==> src/rtl/tcap_pkg.sv <==
package tcap_pkg;

    localparam int NSRC      = 8;
    localparam int GATE_BASE = 5;
    localparam int MODE_W    = 19;
    localparam int NFLAG     = 6;

    localparam int F_OVF  = 0;
    localparam int F_LOVR = 1;
    localparam int F_CMP  = 2;
    localparam int F_LDA  = 3;
    localparam int F_LDB  = 4;
    localparam int F_ETRG = 5;

    localparam int ST_RUN   = 8;
    localparam int ST_MIRA  = 9;
    localparam int ST_MIRT  = 10;

    typedef enum logic [3:0] {
        A_CMD   = 4'd0,
        A_MODE  = 4'd1,
        A_CAPA  = 4'd2,
        A_CAPB  = 4'd3,
        A_CNT   = 4'd4,
        A_TOP   = 4'd5,
        A_STAT  = 4'd6,
        A_IEN   = 4'd7,
        A_IDIS  = 4'd8,
        A_IMASK = 4'd9
    } addr_e;

    typedef enum logic [1:0] {
        EDG_NONE = 2'd0,
        EDG_RISE = 2'd1,
        EDG_FALL = 2'd2,
        EDG_BOTH = 2'd3
    } edge_e;

    typedef struct packed {
        logic       top_rst;
        logic       trig_src;
        edge_e      trig_edge;
        logic       dis_b;
        logic       stop_b;
        logic [2:0] subs;
        edge_e      ldb_edge;
        edge_e      lda_edge;
        logic [1:0] gate_sel;
        logic       clk_inv;
        logic [2:0] clk_sel;
    } mode_t;

    function automatic logic edge_hit(edge_e sel, logic rise, logic fall);
        case (sel)
            EDG_RISE: return rise;
            EDG_FALL: return fall;
            EDG_BOTH: return rise | fall;
            default:  return 1'b0;
        endcase
    endfunction

    function automatic logic [3:0] sub_term(logic [2:0] code);
        if (code >= 3'd4) return 4'd15;
        return 4'((5'd1 << code) - 5'd1);
    endfunction

endpackage

==> src/rtl/tcap_tick.sv <==
module tcap_tick
    import tcap_pkg::*;
(
    input  logic            clk,
    input  logic            rst,
    input  logic [NSRC-1:0] src,
    input  logic [2:0]      csel,
    input  logic            inv,
    input  logic [1:0]      gate_sel,
    output logic            tick
);
    logic [NSRC-1:0] src_q;
    logic [NSRC-1:0] edg;
    logic [2:0]      gidx;
    logic            gate_ok;

    always_ff @(posedge clk) begin
        if (rst) src_q <= '0;
        else     src_q <= src;
    end

    assign edg     = inv ? (~src & src_q) : (src & ~src_q);
    assign gidx    = 3'(GATE_BASE - 1) + {1'b0, gate_sel};
    assign gate_ok = (gate_sel == 2'd0) ? 1'b1 : src[gidx];
    assign tick    = edg[csel] & gate_ok;

endmodule

==> src/rtl/tcap_edge.sv <==
module tcap_edge #(
    parameter int W = 2
) (
    input  logic         clk,
    input  logic         rst,
    input  logic [W-1:0] sig,
    output logic [W-1:0] rise,
    output logic [W-1:0] fall,
    output logic [W-1:0] lvl
);
    always_ff @(posedge clk) begin
        if (rst) lvl <= '0;
        else     lvl <= sig;
    end

    for (genvar g = 0; g < W; g++) begin : g_bit
        assign rise[g] = sig[g] & ~lvl[g];
        assign fall[g] = ~sig[g] & lvl[g];
    end

endmodule

==> src/rtl/tcap_capture.sv <==
module tcap_capture
    import tcap_pkg::*;
#(
    parameter int CNT_W = 16
) (
    input  logic             clk,
    input  logic             rst,
    input  logic             run,
    input  logic             trig,
    input  logic             a_rise,
    input  logic             a_fall,
    input  edge_e            lda_edge,
    input  edge_e            ldb_edge,
    input  logic [2:0]       subs,
    input  logic [CNT_W-1:0] cnt,
    input  logic             rd_a,
    input  logic             rd_b,
    output logic [CNT_W-1:0] cap_a,
    output logic [CNT_W-1:0] cap_b,
    output logic             ld_a,
    output logic             ld_b,
    output logic             ovr
);
    logic       seq_b;
    logic [3:0] sub_q;
    logic       full_a, full_b;
    logic       hit, qual, last;

    assign hit  = seq_b ? edge_hit(ldb_edge, a_rise, a_fall)
                        : edge_hit(lda_edge, a_rise, a_fall);
    assign qual = run & ~trig & hit;
    assign last = (sub_q == sub_term(subs));
    assign ld_a = qual & last & ~seq_b;
    assign ld_b = qual & last & seq_b;
    assign ovr  = (ld_a & full_a) | (ld_b & full_b);

    always_ff @(posedge clk) begin
        if (rst) begin
            seq_b  <= 1'b0;
            sub_q  <= '0;
            full_a <= 1'b0;
            full_b <= 1'b0;
            cap_a  <= '0;
            cap_b  <= '0;
        end else begin
            if (trig) begin
                seq_b <= 1'b0;
                sub_q <= '0;
            end else if (qual) begin
                sub_q <= last ? 4'd0 : sub_q + 4'd1;
            end
            if (ld_a) begin
                cap_a <= cnt;
                seq_b <= (ldb_edge != EDG_NONE);
            end
            if (ld_b) begin
                cap_b <= cnt;
                seq_b <= 1'b0;
            end
            full_a <= ld_a | (full_a & ~rd_a);
            full_b <= ld_b | (full_b & ~rd_b);
        end
    end

    AST_CAPA_TAKES_COUNT: assert property (@(posedge clk) disable iff (rst)
        ld_a |=> cap_a == $past(cnt));
    AST_CAPB_TAKES_COUNT: assert property (@(posedge clk) disable iff (rst)
        ld_b |=> cap_b == $past(cnt));
    AST_SUB_RESTARTS: assert property (@(posedge clk) disable iff (rst)
        (ld_a || ld_b) |=> sub_q == 4'd0);

endmodule

==> src/rtl/tcap_channel.sv <==
module tcap_channel
    import tcap_pkg::*;
#(
    parameter int CNT_W = 16
) (
    input  logic            clk,
    input  logic            rst,
    input  logic            wr_en,
    input  logic            rd_en,
    input  logic [3:0]      addr,
    input  logic [31:0]     wdata,
    output logic [31:0]     rdata,
    input  logic [NSRC-1:0] clk_src,
    input  logic            in_a,
    input  logic            trig_in,
    output logic            irq
);
    mode_t            mode_q;
    logic [CNT_W-1:0] cnt_q, top_q, cap_a, cap_b;
    logic             en_q, halt_q, tpend_q;
    logic [NFLAG-1:0] flags_q, mask_q, set_vec;
    logic             tick, run, step, at_top, at_max;
    logic [1:0]       e_rise, e_fall, e_lvl;
    logic             wr_cmd, wr_mode, wr_top, wr_ien, wr_idis;
    logic             rd_stat, rd_capa, rd_capb;
    logic             sw_trig, ext_trig, trig;
    logic             ld_a, ld_b, ovr;
    logic             unused_wbits;

    assign unused_wbits = ^wdata;

    tcap_tick u_tick (
        .clk      (clk),
        .rst      (rst),
        .src      (clk_src),
        .csel     (mode_q.clk_sel),
        .inv      (mode_q.clk_inv),
        .gate_sel (mode_q.gate_sel),
        .tick     (tick)
    );

    tcap_edge #(.W(2)) u_edge (
        .clk  (clk),
        .rst  (rst),
        .sig  ({trig_in, in_a}),
        .rise (e_rise),
        .fall (e_fall),
        .lvl  (e_lvl)
    );

    assign wr_cmd  = wr_en && (addr == A_CMD);
    assign wr_mode = wr_en && (addr == A_MODE);
    assign wr_top  = wr_en && (addr == A_TOP);
    assign wr_ien  = wr_en && (addr == A_IEN);
    assign wr_idis = wr_en && (addr == A_IDIS);
    assign rd_stat = rd_en && (addr == A_STAT);
    assign rd_capa = rd_en && (addr == A_CAPA);
    assign rd_capb = rd_en && (addr == A_CAPB);

    assign sw_trig  = wr_cmd & wdata[2];
    assign ext_trig = mode_q.trig_src
                    ? edge_hit(mode_q.trig_edge, e_rise[1], e_fall[1])
                    : edge_hit(mode_q.trig_edge, e_rise[0], e_fall[0]);
    assign trig     = sw_trig | ext_trig;

    assign run    = en_q & ~halt_q;
    assign step   = tick & run;
    assign at_top = (cnt_q == top_q);
    assign at_max = &cnt_q;

    tcap_capture #(.CNT_W(CNT_W)) u_cap (
        .clk      (clk),
        .rst      (rst),
        .run      (run),
        .trig     (trig),
        .a_rise   (e_rise[0]),
        .a_fall   (e_fall[0]),
        .lda_edge (mode_q.lda_edge),
        .ldb_edge (mode_q.ldb_edge),
        .subs     (mode_q.subs),
        .cnt      (cnt_q),
        .rd_a     (rd_capa),
        .rd_b     (rd_capb),
        .cap_a    (cap_a),
        .cap_b    (cap_b),
        .ld_a     (ld_a),
        .ld_b     (ld_b),
        .ovr      (ovr)
    );

    always_comb begin
        set_vec         = '0;
        set_vec[F_OVF]  = step & ~tpend_q & at_max & ~(mode_q.top_rst & at_top);
        set_vec[F_LOVR] = ovr;
        set_vec[F_CMP]  = step & ~tpend_q & at_top;
        set_vec[F_LDA]  = ld_a;
        set_vec[F_LDB]  = ld_b;
        set_vec[F_ETRG] = ext_trig;
    end

    always_ff @(posedge clk) begin
        if (rst) begin
            mode_q  <= '0;
            cnt_q   <= '0;
            top_q   <= '0;
            en_q    <= 1'b0;
            halt_q  <= 1'b0;
            tpend_q <= 1'b0;
            flags_q <= '0;
            mask_q  <= '0;
        end else begin
            if (step) begin
                if (tpend_q || (mode_q.top_rst && at_top)) cnt_q <= '0;
                else                                       cnt_q <= cnt_q + 1'b1;
            end
            if (trig)      tpend_q <= 1'b1;
            else if (step) tpend_q <= 1'b0;

            if (trig)                        halt_q <= 1'b0;
            else if (ld_b && mode_q.stop_b)  halt_q <= 1'b1;

            if (wr_cmd && wdata[1])          en_q <= 1'b0;
            else if (wr_cmd && wdata[0])     en_q <= 1'b1;
            else if (ld_b && mode_q.dis_b)   en_q <= 1'b0;

            flags_q <= (rd_stat ? '0 : flags_q) | set_vec;

            if (wr_ien)       mask_q <= mask_q | wdata[NFLAG-1:0];
            else if (wr_idis) mask_q <= mask_q & ~wdata[NFLAG-1:0];

            if (wr_mode) mode_q <= mode_t'(wdata[MODE_W-1:0]);
            if (wr_top)  top_q  <= wdata[CNT_W-1:0];
        end
    end

    always_comb begin
        rdata = '0;
        case (addr)
            A_MODE:  rdata = 32'(mode_q);
            A_CAPA:  rdata = 32'(cap_a);
            A_CAPB:  rdata = 32'(cap_b);
            A_CNT:   rdata = 32'(cnt_q);
            A_TOP:   rdata = 32'(top_q);
            A_STAT: begin
                rdata[NFLAG-1:0] = flags_q;
                rdata[ST_RUN]    = run;
                rdata[ST_MIRA]   = e_lvl[0];
                rdata[ST_MIRT]   = e_lvl[1];
            end
            A_IMASK: rdata = 32'(mask_q);
            default: rdata = '0;
        endcase
    end

    assign irq = |(flags_q & mask_q);

    AST_CNT_HOLDS: assert property (@(posedge clk) disable iff (rst)
        !step |=> $stable(cnt_q));
    AST_CNT_STEPS: assert property (@(posedge clk) disable iff (rst)
        (step && !tpend_q && !(mode_q.top_rst && at_top))
        |=> cnt_q == CNT_W'($past(cnt_q) + 1'b1));
    AST_DISABLE_WINS: assert property (@(posedge clk) disable iff (rst)
        (wr_cmd && wdata[0] && wdata[1]) |=> !en_q);
    AST_TRIG_ZEROES: assert property (@(posedge clk) disable iff (rst)
        (step && tpend_q) |=> cnt_q == '0);
    AST_OVERRUN_FLAGGED: assert property (@(posedge clk) disable iff (rst)
        ovr |=> flags_q[F_LOVR]);
    AST_FREEZE_ON_B: assert property (@(posedge clk) disable iff (rst)
        (ld_b && mode_q.stop_b && !trig) |=> halt_q);
    AST_STAT_CLEARS: assert property (@(posedge clk) disable iff (rst)
        (rd_stat && set_vec == '0) |=> flags_q == '0);
    AST_MASK_SETS: assert property (@(posedge clk) disable iff (rst)
        (wr_ien && wdata[0]) |=> mask_q[0]);

endmodule

==> config.mk <==
export PLATFORM = sky130hd
export DESIGN_NAME = tcap_channel
export DESIGN_NICKNAME = d
export VERILOG_FILES = /design/src/rtl/tcap_pkg.sv /design/src/rtl/tcap_tick.sv /design/src/rtl/tcap_edge.sv /design/src/rtl/tcap_capture.sv /design/src/rtl/tcap_channel.sv
export SDC_FILE = /design/constraint.sdc
export NUM_CORES = 1
export LEC_CHECK = 0
export BUFFER_PORTS_ARGS = -buffer_cell sky130_fd_sc_hd__buf_4
export CORE_AREA = 2 2 110 112
export DETAILED_ROUTE_END_ITERATION = 7
export DIE_AREA = 0 0 112 114
export PLACE_DENSITY = 0.75
export SYNTH_ARGS = -nofsm -noshare
export SYNTH_HDL_FRONTEND = slang
export SYNTH_SLANG_ARGS = --single-unit
==> constraint.sdc <==
create_clock -name clk -period 2.95 [get_ports clk]
set_input_delay 0.7375 -clock clk [delete_from_list [all_inputs] [get_ports clk]]
set_output_delay 0.7375 -clock clk [all_outputs]
set_load 0.05 [all_outputs]
==> metrics.txt, run 1 <==
synthesized flop and latch total=roughly 120; vias in the first global route=around 5200; kind of critical path=primary input to output pin; unrepaired setup endpoints after global routing=false; Seq pwr share=about 40%; # rows=40; Primary FF master, synth=dfxtp_1; post-synthesis sequential area ratio=38.8%; Worst-Margin Slew=0.889 ns; clk sink count=between 100 and 150; Syn. warnings=0; Tot GR Track Use=between 20% and 30%; top cells by area, synth=dfxtp_1 (39%), nand2_1 (7.2%), mux2i_1 (6.1%); minimum clock period=roughly 2.9 ns; critical path endpoint category=output pin; gr ovfl total=0; Gate Count Post-Synth=701; PwrDens=549 mW/mm2; total wire length=between 15000 and 20000 um; Die Height=roughly 110 um; Post-synth EDFFs=0; Die Wd=between 100 and 150 um; status=finished, final reports clean; clk buf depth=2; IO Pins=83; antenna diode instance count=0; Reg area=~0.0023 mm2; internal power=3.02 mW; initial antenna violation count=0; vias per inst=5.94; switching share of power=roughly a quarter; Layout Area Growth over Synthesis=21.9%; fin util=about three fifths; synth unique cells=64; Antenna Nets Post-Route=0; port buffer count=56; Hold Crit Class=register to register; hold_buf cts=0; Setup violations, final=0; Critical Path Start Type=primary input; Final Net Count=just over 800; fillers=~1000; Clock Latency Late Sink=0.42 ns; DR pass1 iterations=5; Initial Utilization=a little over 50%; CTS tree=yes; gp weighted congestion=0.917; Setup Buffers After CTS=0; Synth Cell Area=approximately 0.006 mm2; Post-DP Area=between 0.006 and 0.007 mm2; 1st-iter DRT viols=a little over 600; mean post-synth cell area=~8.5 um2; Synth area leader=dfxtp_1; DRC viols=0; DR vias=5493; Worst-path clk slew=roughly 0.05 ns; Post-CTS Resized=0; Clk network pwr share=a little over half; Slew headroom=39.2%; Worst Path Required=approximately 2.2 ns; Leak=approximately 2.7 nW; layout cells sized above 1=between 15 and 20%; CP arrival=between 2 and 2.5 ns; max-slew violations=0; WL per Instance=18.3 um; area of the multi-input gates=~0.0034 mm2; H-tree depth=4; pin count of the biggest net entering global routing=71; Die ar.=0.0128 mm2; fin area=slightly above 0.007 mm2; total CTS buffers=17; first-pass GRT wire length=27500 um; Max Cap Viol=0; root buf cell=clkbuf_16; fmax=349 MHz; worst-path fanout max=10; period utilization=between 90% and 100%; CORE AREA=about 0.012 mm2; asr flop ratio synth=0%; Detail Placement HPWL=~12000 um; Hold WS=0.469 ns; final hold violations=0; net switching power figure=between 0.9 and 1 mW; Worst VDD drop=~0.36 mV; share of Yosys cell area claimed by the top area cell type=~39%; Gate power share=under 10%; Final Skew=between 0.009 and 0.01 ns
sequential cells by signal, summed over array words and instances, names as in the netlist, 2 cells and up, named ones only:
register      cells
top_q            16
mode_q           19
cnt_q            16
flags_q           6
u_cap.cap_a      16
u_cap.sub_q       4
u_cap.cap_b      16
u_tick.src_q      8
u_edge.lvl        2
worst paths after layout:
path | to | startpoint | slack (ns) | cells past startpoint
min | u_cap.full_a$_SDFF_PP0_ | u_cap.full_a$_SDFF_PP0_ | 0.47 | 2
max | rdata[7] | addr[3] | 0.09 | 7
min reg2reg | u_cap.full_a$_SDFF_PP0_ | u_cap.full_a$_SDFF_PP0_ | 0.47 | 2
max reg2reg | u_cap.cap_b[12]$_SDFFE_PP0P_ | mode_q[11]$_SDFFE_PP0P_ | 0.25 | 8
routing by layer:
metal	share of wire [%]	global-route usage (%)	wire (um)
met4	1.6	9.11	269
met2	47	43.7	7930
met3	8.4	6.11	1410
met5	0	0	0
met1	43	37.4	7310
cells by family (layout without fill, tap and decap cells):
kind of cell | Yosys count | after routing | share of synthesized area, %
AO/OA/AOI/OAI | 156 | 156 | 18.4
XOR/XNOR | 19 | 19 | 2.81
other | 1 | 13 | 0.0632
flip-flops | 115 | 115 | 38.8
adder cells (fa/ha/maj) | 7 | 7 | 1.48
multiplexers | 37 | 37 | 6.46
buffers and inverters | 66 | 130 | 5.42
AND/OR/NAND/NOR | 300 | 300 | 26.6
area by class of cell:
type,count,area share [%]
clock buffers,18,6.08
well taps,147,2.55
clock inverters,14,2.46
inverters,11,0.571
flip-flops and latches,115,31.9
multi-input cells,532,46.6
repair buffers,87,9.90
layout by cell type, fill, tap and decap left out, types with 5 or more instances in the layout:
cell type  synthesis  routed
dfxtp_1          115     115
mux2i_1           36      36
o22ai_1            5       5
buf_12             0       5
nand2b_1          54      54
inv_1             11      11
nand3_1           23      23
conb_1             1      13
a222oi_1          13      13
and2_1             6       6
o221ai_1           6       6
or3_1             11      11
or3b_2             5       5
nand2_1          113     113
clkbuf_16          0      17
nor2b_1           15      15
a21oi_1           54      54
nand3b_1           6       6
nand4_1            7       7
xnor2_1           18      18
buf_4             13      82
a22oi_1           37      37
nor2_1            29      29
o21ai_0           11      11
ha_1               7       7
Yosys cell counts, drive strengths merged, types with 7 or more instances:
library cell	n
o21ai	12
nand2	114
xnor2	18
nand4	7
dfxtp	115
or3	12
a21oi	54
a22oi	37
a222oi	13
inv	11
clkbuf	36
nor2b	15
ha	7
nand2b	54
nor2	29
nand3	23
mux2i	36
buf	19
power groups by stage:
stage / Clock, mW / Sequential (mW) / Combinational, mW
6_report: 2.13 / 1.58 / 0.251
3_5_place_dp: 0 / 1.62 / 0.249
2_1_floorplan: 0 / 1.61 / 0.163
3_3_place_gp: 0 / 1.62 / 0.243
4_1_cts: 2.15 / 1.58 / 0.249
5_1_grt: 2.24 / 1.59 / 0.271
stage by stage:
stage	setup WS, ns	TNS [ns]	power, mW	std cells
2_1_floorplan	0.00678	0	1.77	713
3_3_place_gp	-0.0984	-2.13	1.86	892
3_5_place_dp	-0.132	-3.22	1.87	892
4_1_cts	0.152	0	3.98	924
5_1_grt	0.0176	0	4.10	924
6_report	0.0883	0	3.97	924
critical path: stages:
cell and delay, ns:
buf_4 0.12, nand2b_1 0.19, nor3_2 0.08, buf_4 0.19
a222oi_1 0.42, nand2_1 0.16, buf_4 0.22
(Power assumes the default switching activity.)
==> run 2: changes to the inputs <==
--- a/config.mk
+++ b/config.mk
@@ -10,6 +10,7 @@
 export DETAILED_ROUTE_END_ITERATION = 7
 export DIE_AREA = 0 0 112 114
 export PLACE_DENSITY = 0.75
+export SETUP_SLACK_MARGIN = 0.3
 export SYNTH_ARGS = -nofsm -noshare
 export SYNTH_HDL_FRONTEND = slang
 export SYNTH_SLANG_ARGS = --single-unit
==> metrics.txt, run 2 (synthesized netlist as in run 1, its figures left out) <==
status=finished, final reports clean; commonest non-fill, non-tap cells in the layout=dfxtp_1 (110), nand2_1 (106), buf_4 (68), a21oi_1 (53), nand2b_1 (51); Setup violations, final=0 (unchanged); DR pass1 iterations=6 (+1); post-route setup slack=0.262 ns (+0.173 ns); DR vias=5860 (+6.7%); total wire length=18800 um (+11%); gp weighted congestion=0.890 (-3.0%); vias per inst=6.23 (+4.9%); fmax=372 MHz (+6.4%); max-slew violations=0 (unchanged); clk buf depth=2 (unchanged); first-pass GRT wire length=28700 um (+4.2%); hold_buf cts=0 (unchanged); Final Skew=0.00650 ns (-0.00293 ns); kind of critical path=primary input to output pin; fin util=67.3% (+5.6 points); CP arrival=1.95 ns (-0.17 ns); pin count of the biggest net entering global routing=91 (+28%); Setup Total Neg Slack=0 ns (unchanged); Worst Path Required=2.21 ns (about the same); Max Cap Viol=0 (unchanged); clk sink count=115 (unchanged); layout cells sized above 1=25.0% (+7.5 points); Die Height=114 um (unchanged); worst-path fanout max=7 (-3); H-tree depth=4 (unchanged); Antenna Nets Post-Route=0 (unchanged); worst slack at placement=-0.127 ns (+0.00539 ns); area of the multi-input gates=0.00361 mm2 (+7.1%); Hold Crit Class=register to register; 1st-iter DRT viols=565 (-8.7%); Overall Power=4.32 mW (+8.8%); gr ovfl total=0 (unchanged); Initial Utilization=50.6% (unchanged); PwrDens=548 mW/mm2 (-0.21%); unrepaired setup endpoints after global routing=true; total CTS buffers=17 (unchanged); DP Cell Count=892 (unchanged); period utilization=91.1% (-5.9 points); Tot GR Track Use=28.4% (+0.87 points); Worst-Margin Slew=0.883 ns (-0.00593 ns); # rows=40 (unchanged); fillers=896 (-12%); fin area=0.00788 mm2 (+9.1%); final hold violations=0 (unchanged); WL per Instance=20.0 um (+9.4%); CORE AREA=0.0117 mm2 (unchanged); Post-DP Area=0.00670 mm2 (+1.4%); vias in the first global route=5606 (+6.8%); critical path endpoint category=output pin; CTS tree=yes; commonest non-fill, non-tap cell in the layout=dfxtp_1; root buf cell=clkbuf_16; initial antenna violation count=0 (unchanged); DRC viols=0 (unchanged); Die Wd=112 um (unchanged); Clock Latency Late Sink=0.42 ns (about the same); Leak=3.01 nW (+11%); Biggest register=mode_q; Die ar.=0.0128 mm2 (unchanged); IO Pins=83 (unchanged); Worst-path clk slew=0.05 ns (about the same); Final Net Count=838 (+2.1%); Detail Placement HPWL=12300 um (about the same); max reg flops=19 (unchanged); minimum clock period=2.69 ns (-0.173 ns); port buffer count=56 (unchanged); final cell count without fillers=940 (+1.7%); Reg area=0.00231 mm2 (+0.38%); Hold WS=0.478 ns (+0.00881 ns); antenna diode instance count=0 (unchanged); Slew headroom=39.6% (+0.41 points); Layout Area Growth over Synthesis=32.9%; Worst VDD drop=0.296 mV (-18%); Critical Path Start Type=primary input
## run 2: cell types whose count changed in the layout (fill, tap and decap cells not counted), moves of 7 or more
cell,change
nand3_1,-9
buf_6,+16
nand2_1,-7
buf_4,-14
nand3_2,+8
buf_8,+13
## run 2: where the power goes
part	internal, mW	switching [mW]	leakage (nW)
registers	1.57	0.0173	0.932
logic	0.124	0.173	1.75
clock network	1.71	0.730	0.333
total	3.40	0.920	3.01
## run 2: worst paths after layout
path / start / end / slack, ns / cells after the start
worst min-delay path: u_cap.cap_b[3]$_SDFFE_PP0P_ / u_cap.cap_b[3]$_SDFFE_PP0P_ / 0.48 / 2
worst min register to register: u_cap.cap_b[3]$_SDFFE_PP0P_ / u_cap.cap_b[3]$_SDFFE_PP0P_ / 0.48 / 2
worst max register to register: mode_q[11]$_SDFFE_PP0P_ / u_cap.cap_b[9]$_SDFFE_PP0P_ / 0.31 / 8
worst max-delay path: addr[3] / rdata[4] / 0.26 / 7
## run 2: critical path, cell delays in order
cell,delay (ns)
buf_8,0.08
nand2b_4,0.17
nor2_4,0.04
buf_6,0.12
a222oi_1,0.47
nand3_2,0.14
buf_8,0.18
## run 2: timing repair
item	in CTS	in global routing
pin swaps	12	25
resized for setup	43	41
gates cloned	0	2
setup endpoints to repair	37	50
buffers inserted	3	12
## run 2: routing by layer
metal / share of wire [%] / global-route usage [%]
met1: 39 / 36.2
met2: 48 / 47.5
met3: 9.3 / 6.32
met4: 3.2 / 10.4
met5: 0 / 0
## run 2: area by class of cell
type / count / area share [%]
clock buffers: 21 / 5.84
clock inverters: 10 / 2.89
inverters: 11 / 0.714
multi-input cells: 532 / 45.8
flip-flops and latches: 115 / 29.3
well taps: 147 / 2.33
repair buffers: 104 / 13.1
